`src/rtl/lcd_scan_pkg.sv`:
```
package lcd_scan_pkg;
  localparam int ROW_W = 5;

  localparam logic [1:0] MODE_C16 = 2'b00;
  localparam logic [1:0] MODE_C9  = 2'b01;
  localparam logic [1:0] MODE_C8  = 2'b10;
  localparam logic [1:0] MODE_C24 = 2'b11;

  localparam logic [1:0] OP_OFF   = 2'b00;
  localparam logic [1:0] OP_BLANK = 2'b01;
  localparam logic [1:0] OP_RSVD  = 2'b10;
  localparam logic [1:0] OP_ON    = 2'b11;

  typedef struct packed {
    logic             live;
    logic             pol;
    logic             blank;
    logic [1:0]       mode;
    logic [ROW_W-1:0] row;
  } scan_view_t;

  function automatic logic [ROW_W-1:0] last_row(input logic [1:0] m);
    case (m)
      MODE_C16: last_row = ROW_W'(15);
      MODE_C9:  last_row = ROW_W'(8);
      MODE_C8:  last_row = ROW_W'(7);
      default:  last_row = ROW_W'(23);
    endcase
  endfunction
endpackage

```
`src/rtl/lcd_scan_timing.sv`:
```
module lcd_scan_timing
  import lcd_scan_pkg::*;
#(
  parameter int TICKS_PER_ROW = 4
) (
  input  logic             clk,
  input  logic             rst_n,
  input  logic             base_tick,
  input  logic             run,
  input  logic [1:0]       mode_in,
  output logic             fetch,
  output logic [ROW_W-1:0] fetch_row,
  output logic [ROW_W-1:0] row_q,
  output logic             pol_q,
  output logic [1:0]       mode_act
);
  localparam int TW = (TICKS_PER_ROW > 1) ? $clog2(TICKS_PER_ROW) : 1;
  localparam logic [TW-1:0] TICK_LAST = TW'(TICKS_PER_ROW - 1);

  logic          run_q;
  logic [TW-1:0] tick_cnt;
  logic          start, adv, wrap;

  assign start     = run & ~run_q;
  assign adv       = run & run_q & base_tick & (tick_cnt == TICK_LAST);
  assign wrap      = adv & (row_q == last_row(mode_act));
  assign fetch     = start | adv;
  assign fetch_row = (start | wrap) ? '0 : row_q + ROW_W'(1);

  always_ff @(posedge clk) begin
    if (!rst_n) begin
      run_q    <= 1'b0;
      tick_cnt <= '0;
      row_q    <= '0;
      pol_q    <= 1'b0;
      mode_act <= MODE_C16;
    end else if (!run) begin
      run_q    <= 1'b0;
      tick_cnt <= '0;
      row_q    <= '0;
      pol_q    <= 1'b0;
      mode_act <= mode_in;
    end else begin
      run_q <= 1'b1;
      if (start) begin
        tick_cnt <= '0;
        row_q    <= '0;
        pol_q    <= 1'b0;
        mode_act <= mode_in;
      end else begin
        if (base_tick)
          tick_cnt <= (tick_cnt == TICK_LAST) ? '0 : tick_cnt + TW'(1);
        if (adv)
          row_q <= fetch_row;
        if (wrap) begin
          pol_q    <= ~pol_q;
          mode_act <= mode_in;
        end
      end
    end
  end

  // the row never passes the last row of the mode in force
  assert_row_bound_R1: assert property (@(posedge clk) disable iff (!rst_n)
    row_q <= last_row(mode_act));

  // switching off returns the scan to row 0
  assert_off_row_zero_R5: assert property (@(posedge clk) disable iff (!rst_n)
    !run |=> row_q == '0);

  // while running, the mode in force changes only on a frame wrap
  assert_mode_at_wrap_R8: assert property (@(posedge clk) disable iff (!rst_n)
    (run && $past(run) && mode_act != $past(mode_act)) |-> row_q == '0);

  // the polarity changes only when a new frame begins
  assert_pol_at_wrap_R9: assert property (@(posedge clk) disable iff (!rst_n)
    (run && $past(run) && pol_q != $past(pol_q)) |-> row_q == '0);
endmodule

```
`src/rtl/lcd_scan_fetch.sv`:
```
module lcd_scan_fetch
  import lcd_scan_pkg::*;
#(
  parameter int          ADDR_W    = 11,
  parameter int          DATA_W    = 24,
  parameter logic [10:0] BASE_ADDR = 11'h040
) (
  input  logic              clk,
  input  logic              rst_n,
  input  logic              run,
  input  logic              blank_req,
  input  logic [1:0]        mode_in,
  input  logic              fetch,
  input  logic [ROW_W-1:0]  fetch_row,
  input  logic [ROW_W-1:0]  row_q,
  input  logic              pol_q,
  input  logic [1:0]        mode_act,
  output logic              ram_rd_en,
  output logic [ADDR_W-1:0] ram_addr,
  input  logic [DATA_W-1:0] ram_rd_data,
  output scan_view_t        view,
  output logic [DATA_W-1:0] seg_bits
);
  logic pend;

  assign ram_rd_en = fetch;
  assign ram_addr  = ADDR_W'(BASE_ADDR) + ADDR_W'(fetch_row);

  always_ff @(posedge clk) begin
    if (!rst_n) begin
      pend     <= 1'b0;
      view     <= '0;
      seg_bits <= '0;
    end else begin
      view.blank <= blank_req;
      if (!run) begin
        pend      <= 1'b0;
        view.live <= 1'b0;
        view.pol  <= 1'b0;
        view.row  <= '0;
        view.mode <= mode_in;
        seg_bits  <= '0;
      end else begin
        pend <= fetch;
        if (pend) begin
          seg_bits  <= ram_rd_data;
          view.live <= 1'b1;
          view.row  <= row_q;
          view.pol  <= pol_q;
          view.mode <= mode_act;
        end
      end
    end
  end

  // a returned word is always taken and shown
  assert_show_after_read_R7: assert property (@(posedge clk) disable iff (!rst_n)
    (pend && run) |=> view.live);

  // the display goes dark one edge after switch-off
  assert_dark_after_off_R5: assert property (@(posedge clk) disable iff (!rst_n)
    !run |=> !view.live);
endmodule

```
`src/rtl/lcd_scan_drive.sv`:
```
module lcd_scan_drive
  import lcd_scan_pkg::*;
#(
  parameter int NCOM = 16,
  parameter int NSEG = 16,
  parameter int NSHR = 8
) (
  input  logic                 clk,
  input  logic                 rst_n,
  input  scan_view_t           view,
  input  logic [NSEG+NSHR-1:0] seg_bits,
  output logic [2*NCOM-1:0]    com_ph,
  output logic [2*NSEG-1:0]    seg_ph,
  output logic [2*NSHR-1:0]    shr_ph,
  output logic                 shr_is_com,
  output logic                 bias_fifth
);
  logic            wide;
  logic [NCOM-1:0] com_sel;
  logic [NSHR-1:0] shr_sel;
  logic [NSHR-1:0] shr_row;

  assign wide       = (view.mode == MODE_C24);
  assign shr_is_com = wide;
  assign bias_fifth = wide;

  for (genvar i = 0; i < NCOM; i++) begin : g_com
    assign com_sel[i]        = view.live & (view.row == ROW_W'(i));
    assign com_ph[2*i +: 2]  = view.live ? {com_sel[i], view.pol} : 2'b00;
  end

  for (genvar k = 0; k < NSEG; k++) begin : g_seg
    logic on;
    assign on               = view.live & seg_bits[k] & ~view.blank;
    assign seg_ph[2*k +: 2] = view.live ? {on, view.pol} : 2'b00;
  end

  for (genvar j = 0; j < NSHR; j++) begin : g_shr
    assign shr_row[j]       = view.live & wide & (view.row == ROW_W'(NCOM + j));
    assign shr_sel[j]       = wide ? shr_row[j]
                                   : (view.live & seg_bits[NSEG+j] & ~view.blank);
    assign shr_ph[2*j +: 2] = view.live ? {shr_sel[j], view.pol} : 2'b00;
  end

  // at most one common line selected at a time
  assert_one_common_R1: assert property (@(posedge clk) disable iff (!rst_n)
    $onehot0({shr_row, com_sel}));

  // in 9-common mode COM9..COM15 stay unselected
  assert_idle_upper_c9_R2: assert property (@(posedge clk) disable iff (!rst_n)
    (view.mode == MODE_C9) |-> com_sel[NCOM-1:9] == '0);

  // in 8-common mode COM8..COM15 stay unselected
  assert_idle_upper_c8_R2: assert property (@(posedge clk) disable iff (!rst_n)
    (view.mode == MODE_C8) |-> com_sel[NCOM-1:8] == '0);
endmodule

```
`src/rtl/lcd_com_scan.sv`:
```
module lcd_com_scan
  import lcd_scan_pkg::*;
#(
  parameter int          TICKS_PER_ROW = 4,
  parameter int          NSEG          = 16,
  parameter int          ADDR_W        = 11,
  parameter logic [10:0] BASE_ADDR     = 11'h040
) (
  input  logic                 clk,
  input  logic                 rst_n,
  input  logic                 base_tick,
  input  logic [1:0]           mode,
  input  logic [1:0]           op,
  output logic                 ram_rd_en,
  output logic [ADDR_W-1:0]    ram_addr,
  input  logic [NSEG+8-1:0]    ram_rd_data,
  output logic [2*16-1:0]      com_ph,
  output logic [2*NSEG-1:0]    seg_ph,
  output logic [2*8-1:0]       shr_ph,
  output logic                 shr_is_com,
  output logic                 bias_fifth
);
  localparam int NCOM   = 16;
  localparam int NSHR   = 8;
  localparam int DATA_W = NSEG + NSHR;

  logic             run, blank_req;
  logic             fetch, pol_q;
  logic [ROW_W-1:0] fetch_row, row_q;
  logic [1:0]       mode_act;
  scan_view_t       view;
  logic [DATA_W-1:0] seg_bits;

  assign run       = (op == OP_ON) | (op == OP_BLANK);
  assign blank_req = (op == OP_BLANK);

  lcd_scan_timing #(.TICKS_PER_ROW(TICKS_PER_ROW)) u_timing (
    .clk(clk), .rst_n(rst_n), .base_tick(base_tick), .run(run), .mode_in(mode),
    .fetch(fetch), .fetch_row(fetch_row), .row_q(row_q), .pol_q(pol_q),
    .mode_act(mode_act)
  );

  lcd_scan_fetch #(.ADDR_W(ADDR_W), .DATA_W(DATA_W), .BASE_ADDR(BASE_ADDR)) u_fetch (
    .clk(clk), .rst_n(rst_n), .run(run), .blank_req(blank_req), .mode_in(mode),
    .fetch(fetch), .fetch_row(fetch_row), .row_q(row_q), .pol_q(pol_q),
    .mode_act(mode_act), .ram_rd_en(ram_rd_en), .ram_addr(ram_addr),
    .ram_rd_data(ram_rd_data), .view(view), .seg_bits(seg_bits)
  );

  lcd_scan_drive #(.NCOM(NCOM), .NSEG(NSEG), .NSHR(NSHR)) u_drive (
    .clk(clk), .rst_n(rst_n), .view(view), .seg_bits(seg_bits),
    .com_ph(com_ph), .seg_ph(seg_ph), .shr_ph(shr_ph),
    .shr_is_com(shr_is_com), .bias_fifth(bias_fifth)
  );

  // off or reserved for two cycles leaves every pin at the neutral code
  assert_off_neutral_R5: assert property (@(posedge clk) disable iff (!rst_n)
    (!run && $past(!run)) |-> (com_ph == '0 && seg_ph == '0 && shr_ph == '0));
endmodule

```
`config.mk`:
```
export PLATFORM = sky130hd
export DESIGN_NAME = lcd_com_scan
export DESIGN_NICKNAME = d
export VERILOG_FILES = /design/src/rtl/lcd_scan_pkg.sv /design/src/rtl/lcd_scan_timing.sv /design/src/rtl/lcd_scan_fetch.sv /design/src/rtl/lcd_scan_drive.sv /design/src/rtl/lcd_com_scan.sv
export SDC_FILE = /design/constraint.sdc
export NUM_CORES = 1
export LEC_CHECK = 0
export BUFFER_PORTS_ARGS = -buffer_cell sky130_fd_sc_hd__buf_2
export CORE_MARGIN = 2
export CORE_UTILIZATION = 45
export CTS_BUF_LIST = sky130_fd_sc_hd__clkbuf_2
export DETAILED_ROUTE_END_ITERATION = 7
export MAX_ROUTING_LAYER = met4
export PLACE_DENSITY = 0.81
export SLEW_MARGIN = 20
export SYNTH_ARGS = -nofsm -noshare
export SYNTH_HDL_FRONTEND = slang
export SYNTH_HIERARCHICAL = 1
export SYNTH_SLANG_ARGS = --single-unit
```
`constraint.sdc`:
```
create_clock -name clk -period 6 [get_ports clk]
set_input_delay 0.6 -clock clk [delete_from_list [all_inputs] [get_ports clk]]
set_output_delay 0.6 -clock clk [all_outputs]
set_load 0.05 [all_outputs]
```
After elaboration in Yosys (flattened, before gate mapping)
Cells that the tools add are included.

Bits in registers: 46. Word-level logic and storage cells: 194.

Add/sub/neg operators: 3. Equal/unequal tests: 32. Multiplexer cells: 57. Bitwise operators: 86. Reductions and logical operators: 4.

Operators by type and width (count): two-way mux 2 bit (44); bitwise AND 1 bit (78); equality test 5 x 4 -> 1 bit (second input constant) (8); equality test 5 bit (second input constant) (8); equality test 5 x 3 -> 1 bit (second input constant) (4); case mux 5 bit (3 select lines) (1); two-way mux 7 bit (2); equality test 5 x 2 -> 1 bit (second input constant) (2); two-way mux 1 bit (9); adder 7 x 5 -> 8 bit (first input constant) (1); equality test 2 bit (second input constant) (4); adder 5 x 1 -> 5 bit (second input constant) (1); equality test 5 x 1 -> 1 bit (second input constant) (1); equality test 5 bit (1); logical NOT 5 bit (1); two-way mux 5 bit (1); NOT 1 bit (5); equality test 2 x 1 -> 1 bit (second input constant) (2); inequality test 3 bit (second input constant) (1); OR 1 bit (3); OR reduction 3 bit (1); adder 2 x 1 -> 2 bit (second input constant) (1); logical NOT 2 bit (1); inequality test 2 bit (second input constant) (1); AND reduction 2 bit (1).

Logic depth before layout (Yosys ltp)
Depth in word-level cells: 9. Depth in mapped cells: 6. Gate-level depth less buffers: 5.

By module
Netlist, hierarchy kept.

By module, submodules not included: lcd_scan_fetch (instances 1, cells an instance 127, area each 1361.3 µm², sequential area each 700.7 µm²); lcd_scan_drive (instances 1, cells an instance 103, area each 706.9 µm², sequential area each 0.0 µm²); lcd_scan_timing (instances 1, cells an instance 74, area each 614.3 µm², sequential area each 220.2 µm²); lcd_com_scan (instances 1, cells an instance 2, area each 17.5 µm², sequential area each 0.0 µm²).

Worst setup path before layout
No wires, ideal clock.

Path type: register -> output. From: register, netlist name u_fetch/view[9]. To: output port com_ph[10]. Arrival: 1.796 ns. Data required time: 5.400 ns. Setup slack: 3.604 ns. Cell stages (with the launch flop): 3. Buffers on the path: 1. Cells stage by stage: dfxtp_1 -> and2_1 -> buf_4.

Cells in the longest elaborated chain, start to end: 1.

RTL lines: two-way mux 2 bit (RTL line lcd_scan_drive.sv:29) `assign com_ph[2*i +: 2] = view.live ? {com_sel[i], view.pol} : 2'b00;`; end: declaration (RTL line lcd_com_scan.sv:17) `output logic [2*16-1:0] com_ph,`.

Every way passes these cells.

Final worst setup path
From: register u_timing.row_q[0]. To: output port ram_addr[1].

Cells in the longest elaborated chain, start to end: 5.

RTL lines: start: declaration (RTL line lcd_scan_timing.sv:13) `output logic [ROW_W-1:0] row_q,`; start signal: assignment (RTL line lcd_scan_timing.sv:54) `row_q <= fetch_row;`; branches (longest 3 deep; another with adder 5 x 1 -> 5 bit); two-way mux 5 bit (*) (RTL line lcd_scan_timing.sv:28) `assign fetch_row = (start | wrap) ? '0 : row_q + ROW_W'(1);`; adder 7 x 5 -> 8 bit (*) (RTL line lcd_scan_fetch.sv:27) `assign ram_addr = ADDR_W'(BASE_ADDR) + ADDR_W'(fetch_row);`; end: declaration (RTL line lcd_com_scan.sv:15) `output logic [ADDR_W-1:0] ram_addr,`.

Mark *: on every way between the ends.

==> run summary <==
vias in the first global route -> 1882
Synth Flop Type -> dfxtp_1
switch share -> 26.5%
last element of the critical path -> ram_addr[1]
mapped cell area -> 0.00270 mm2
synthesized instance count -> 306
io pins -> 125
Diodes inserted -> 0
Tcrit/Tclk final -> 51.6%
Post-synth EDFFs -> 0
Worst Setup Start Kind -> flop
DRT Pass-1 Iters -> 4
clock share of power -> 24.7%
antenna-violating nets left -> 0
Mean Syn Cell Area -> 8.82 um2
CP required -> 5.40 ns
P per Cell Area -> 168 mW/mm2
number of synthesis warnings -> 6
# resized after CTS -> 0
H-tree depth -> 2
fin cells -> 445
CTS tree -> done
max_cap viols -> 0
post-CTS setup buffer count -> 0
initial antenna violation count -> 0
Die W -> 81.5 um
row cnt -> 28
proportion of power drawn by flip-flops and latches -> 64.7%
Initial Utilization -> 46.2%
Slew HR -> 32.4%
die footprint -> 0.00664 mm2
hold path start -> ram_rd_data[11]
gpl congestion -> 0.839
critical path class -> flop to output pin
Port Buffers -> 118
Synth cell types -> 44
Initial DRC Count -> 79
Tmin final -> 3.09 ns
outcome -> completed
Final setup viols -> 0
Hold Vio Cnt, Final -> 0
largest net degree at the start of global routing -> 41
Syn-to-layout area delta -> 8.25%
clock latency on the worst-skew pair -> 0.39 ns
post-detailed-route wirelength per cell -> 12.1 um
die height -> 81.5 um
CTS clk-pin slew, worst paths -> 0.21 ns
crit end category -> output pin
r2r endpoint -> u_timing/pol_q
grt total ovfl -> 0
post-route cell area -> 0.00292 mm2
via count -> 2236
asr flop ratio synth -> 0%
RSZ-0062 raised after global routing -> false
DRT Wirelength -> 5.38 mm
layout cells sized above 1 -> 37.3%
class of the worst hold path -> primary input to flop
fmax -> 323 MHz
R2R Setup Slk -> 4.16 ns
root buffer cell -> clkbuf_2
peak supply drop -> 106 uV
Critical Path Fanout Max -> 9
FF+latch count, synth -> 46
Power Internal -> 0.361 mW
CP startpoint -> u_timing/row_q[0]
hold buffer count at cts -> 0
Util after Layout -> 50.0%
first-pass GRT wire length -> 8.36 mm
DP Area -> 0.00289 mm2
register area share after synthesis -> 34.1%
Worst Reg-to-Reg Cells -> 4
number of buffers created by CTS -> 5
Final nets -> 403
worst-margin pin slew -> 1.01 ns
core area -> 0.00585 mm2
CTS Sinks -> 46
Worst Skew -> 0.00543 ns
Worst Path Arrival -> 2.49 ns
total track usage -> 16.6%
maximum root-to-sink buffer count -> 2
post-DP HPWL -> 3.99 mm
Setup TNS Final -> 0 ns
P_sw -> 0.130 mW
post-DR vias/cell -> 5.02
# DRC -> 0
Slew Limit Fails -> 0
Gate power share -> 10.6%
RR Startpoint -> u_timing/row_q[0]
Leakage -> 1.39 nW
cell total after placement -> 438
==> power by group through the flow <==
stage / Clock, mW / Sequential (mW) / Combinational, mW
after global placement: 0 / 0.324 / 0.0513
after detailed placement: 0 / 0.324 / 0.0519
after CTS: 0.131 / 0.318 / 0.0521
final: 0.121 / 0.318 / 0.0519
after global routing: 0.144 / 0.319 / 0.0566
after floorplan: 0 / 0.319 / 0.0478
==> cell type report <==
class                   instances  area (um2)
repair buffers                118         591
inverters                       2        7.51
clock buffers                   7        35.0
fillers                       587        2930
flip-flops and latches         46         922
well taps                      75        93.8
multi-input cells             197        1270
==> kinds of logic (layout without fill, tap and decap cells) <==
group                    count (synthesis)  in the layout  synth area share, %
XOR/XNOR                                 2              2                0.649
AND/OR/NAND/NOR                        117            117                 22.0
other                                    2              6                0.278
buffers and inverters                   67            127                 19.4
adder cells (fa/ha/maj)                  2              2                0.927
flip-flops                              46             46                 34.1
multiplexers                            36             36                 13.5
AO/OA/AOI/OAI                           34             34                 9.13
==> state kept, by name, summed over array words and instances, names as in the netlist <==
name,flops
u_fetch/pend,1
u_fetch/seg_bits,24
u_fetch/view,10
u_timing/mode_act,2
u_timing/pol_q,1
u_timing/row_q,5
u_timing/run_q,1
u_timing/tick_cnt,2
==> routing by layer <==
layer  vias up  GRT usage, %  wire length (um)
met5         -             -                 0
met1      1039          19.2              2260
met4         0          5.25                58
met2        91          28.6              2640
li1       1098             -                 -
met3         8          3.74               420
==> Yosys cell counts (all sizes together) (3+ instances only) <==
master,number,share of area [%]
a32o,6,2.2
and2,22,5.1
buf,61,18
nor2b,5,2.0
clkbuf,4,0.60
o21ai,4,0.74
nor2,51,7.2
nand2,16,2.2
nand3,3,0.56
nor3,9,1.9
a21oi,11,2.0
mux2i,35,13
dfxtp,46,34
==> stage by stage <==
| stage | power (mW) | hold slack (ns) | setup slack (ns) |
|---|---|---|---|
| 6_report | 0.491 | 0.418 | 2.91 |
| 5_1_grt | 0.520 | 0.360 | 2.70 |
| 3_3_place_gp | 0.375 | 0.463 | 3.49 |
| 4_1_cts | 0.502 | 0.381 | 2.88 |
| 2_1_floorplan | 0.367 | 0.452 | 3.60 |
| 3_5_place_dp | 0.376 | 0.477 | 3.39 |
==> placed cells by master, fill, tap and decap left out, types with 2 or more instances in the layout <==
master     netlist  final
nor3_1           8      8
buf_2            3    118
and2_1          22     22
o21ai_0          4      4
a21boi_0         2      2
xnor2_1          2      2
ha_1             2      2
o22ai_1          2      2
a2bb2oi_1        2      2
nand3_1          3      3
dfxtp_1         46     45
clkbuf_2         1      7
inv_1            2      2
mux2i_1         35     35
nand2_1         16     15
a32o_1           6      6
and3_1           2      2
nor2b_4          3      3
nor2b_1          2      2
conb_1           2      6
nor2_1          50     50
a21oi_1         11     11
o31ai_1          2      2
==> worst min path at each step <==
stage,end,cells past startpoint
final,u_fetch/seg_bits[11],3
after global routing,u_fetch/seg_bits[11],3
after CTS,u_fetch/seg_bits[11],3
after detailed placement,u_fetch/seg_bits[11],2
after global placement,u_fetch/seg_bits[13],2
after floorplan,u_fetch/seg_bits[0],2
==> critical path, stage by stage (launching register included) <==
cell and delay, ns:
dfxtp_1 0.42, or3_1 0.38, mux2_4 0.33, o31ai_1 0.55, a21boi_0 0.18, buf_2 0.24
No activity file was read; power rests on OpenSTA's default activity.
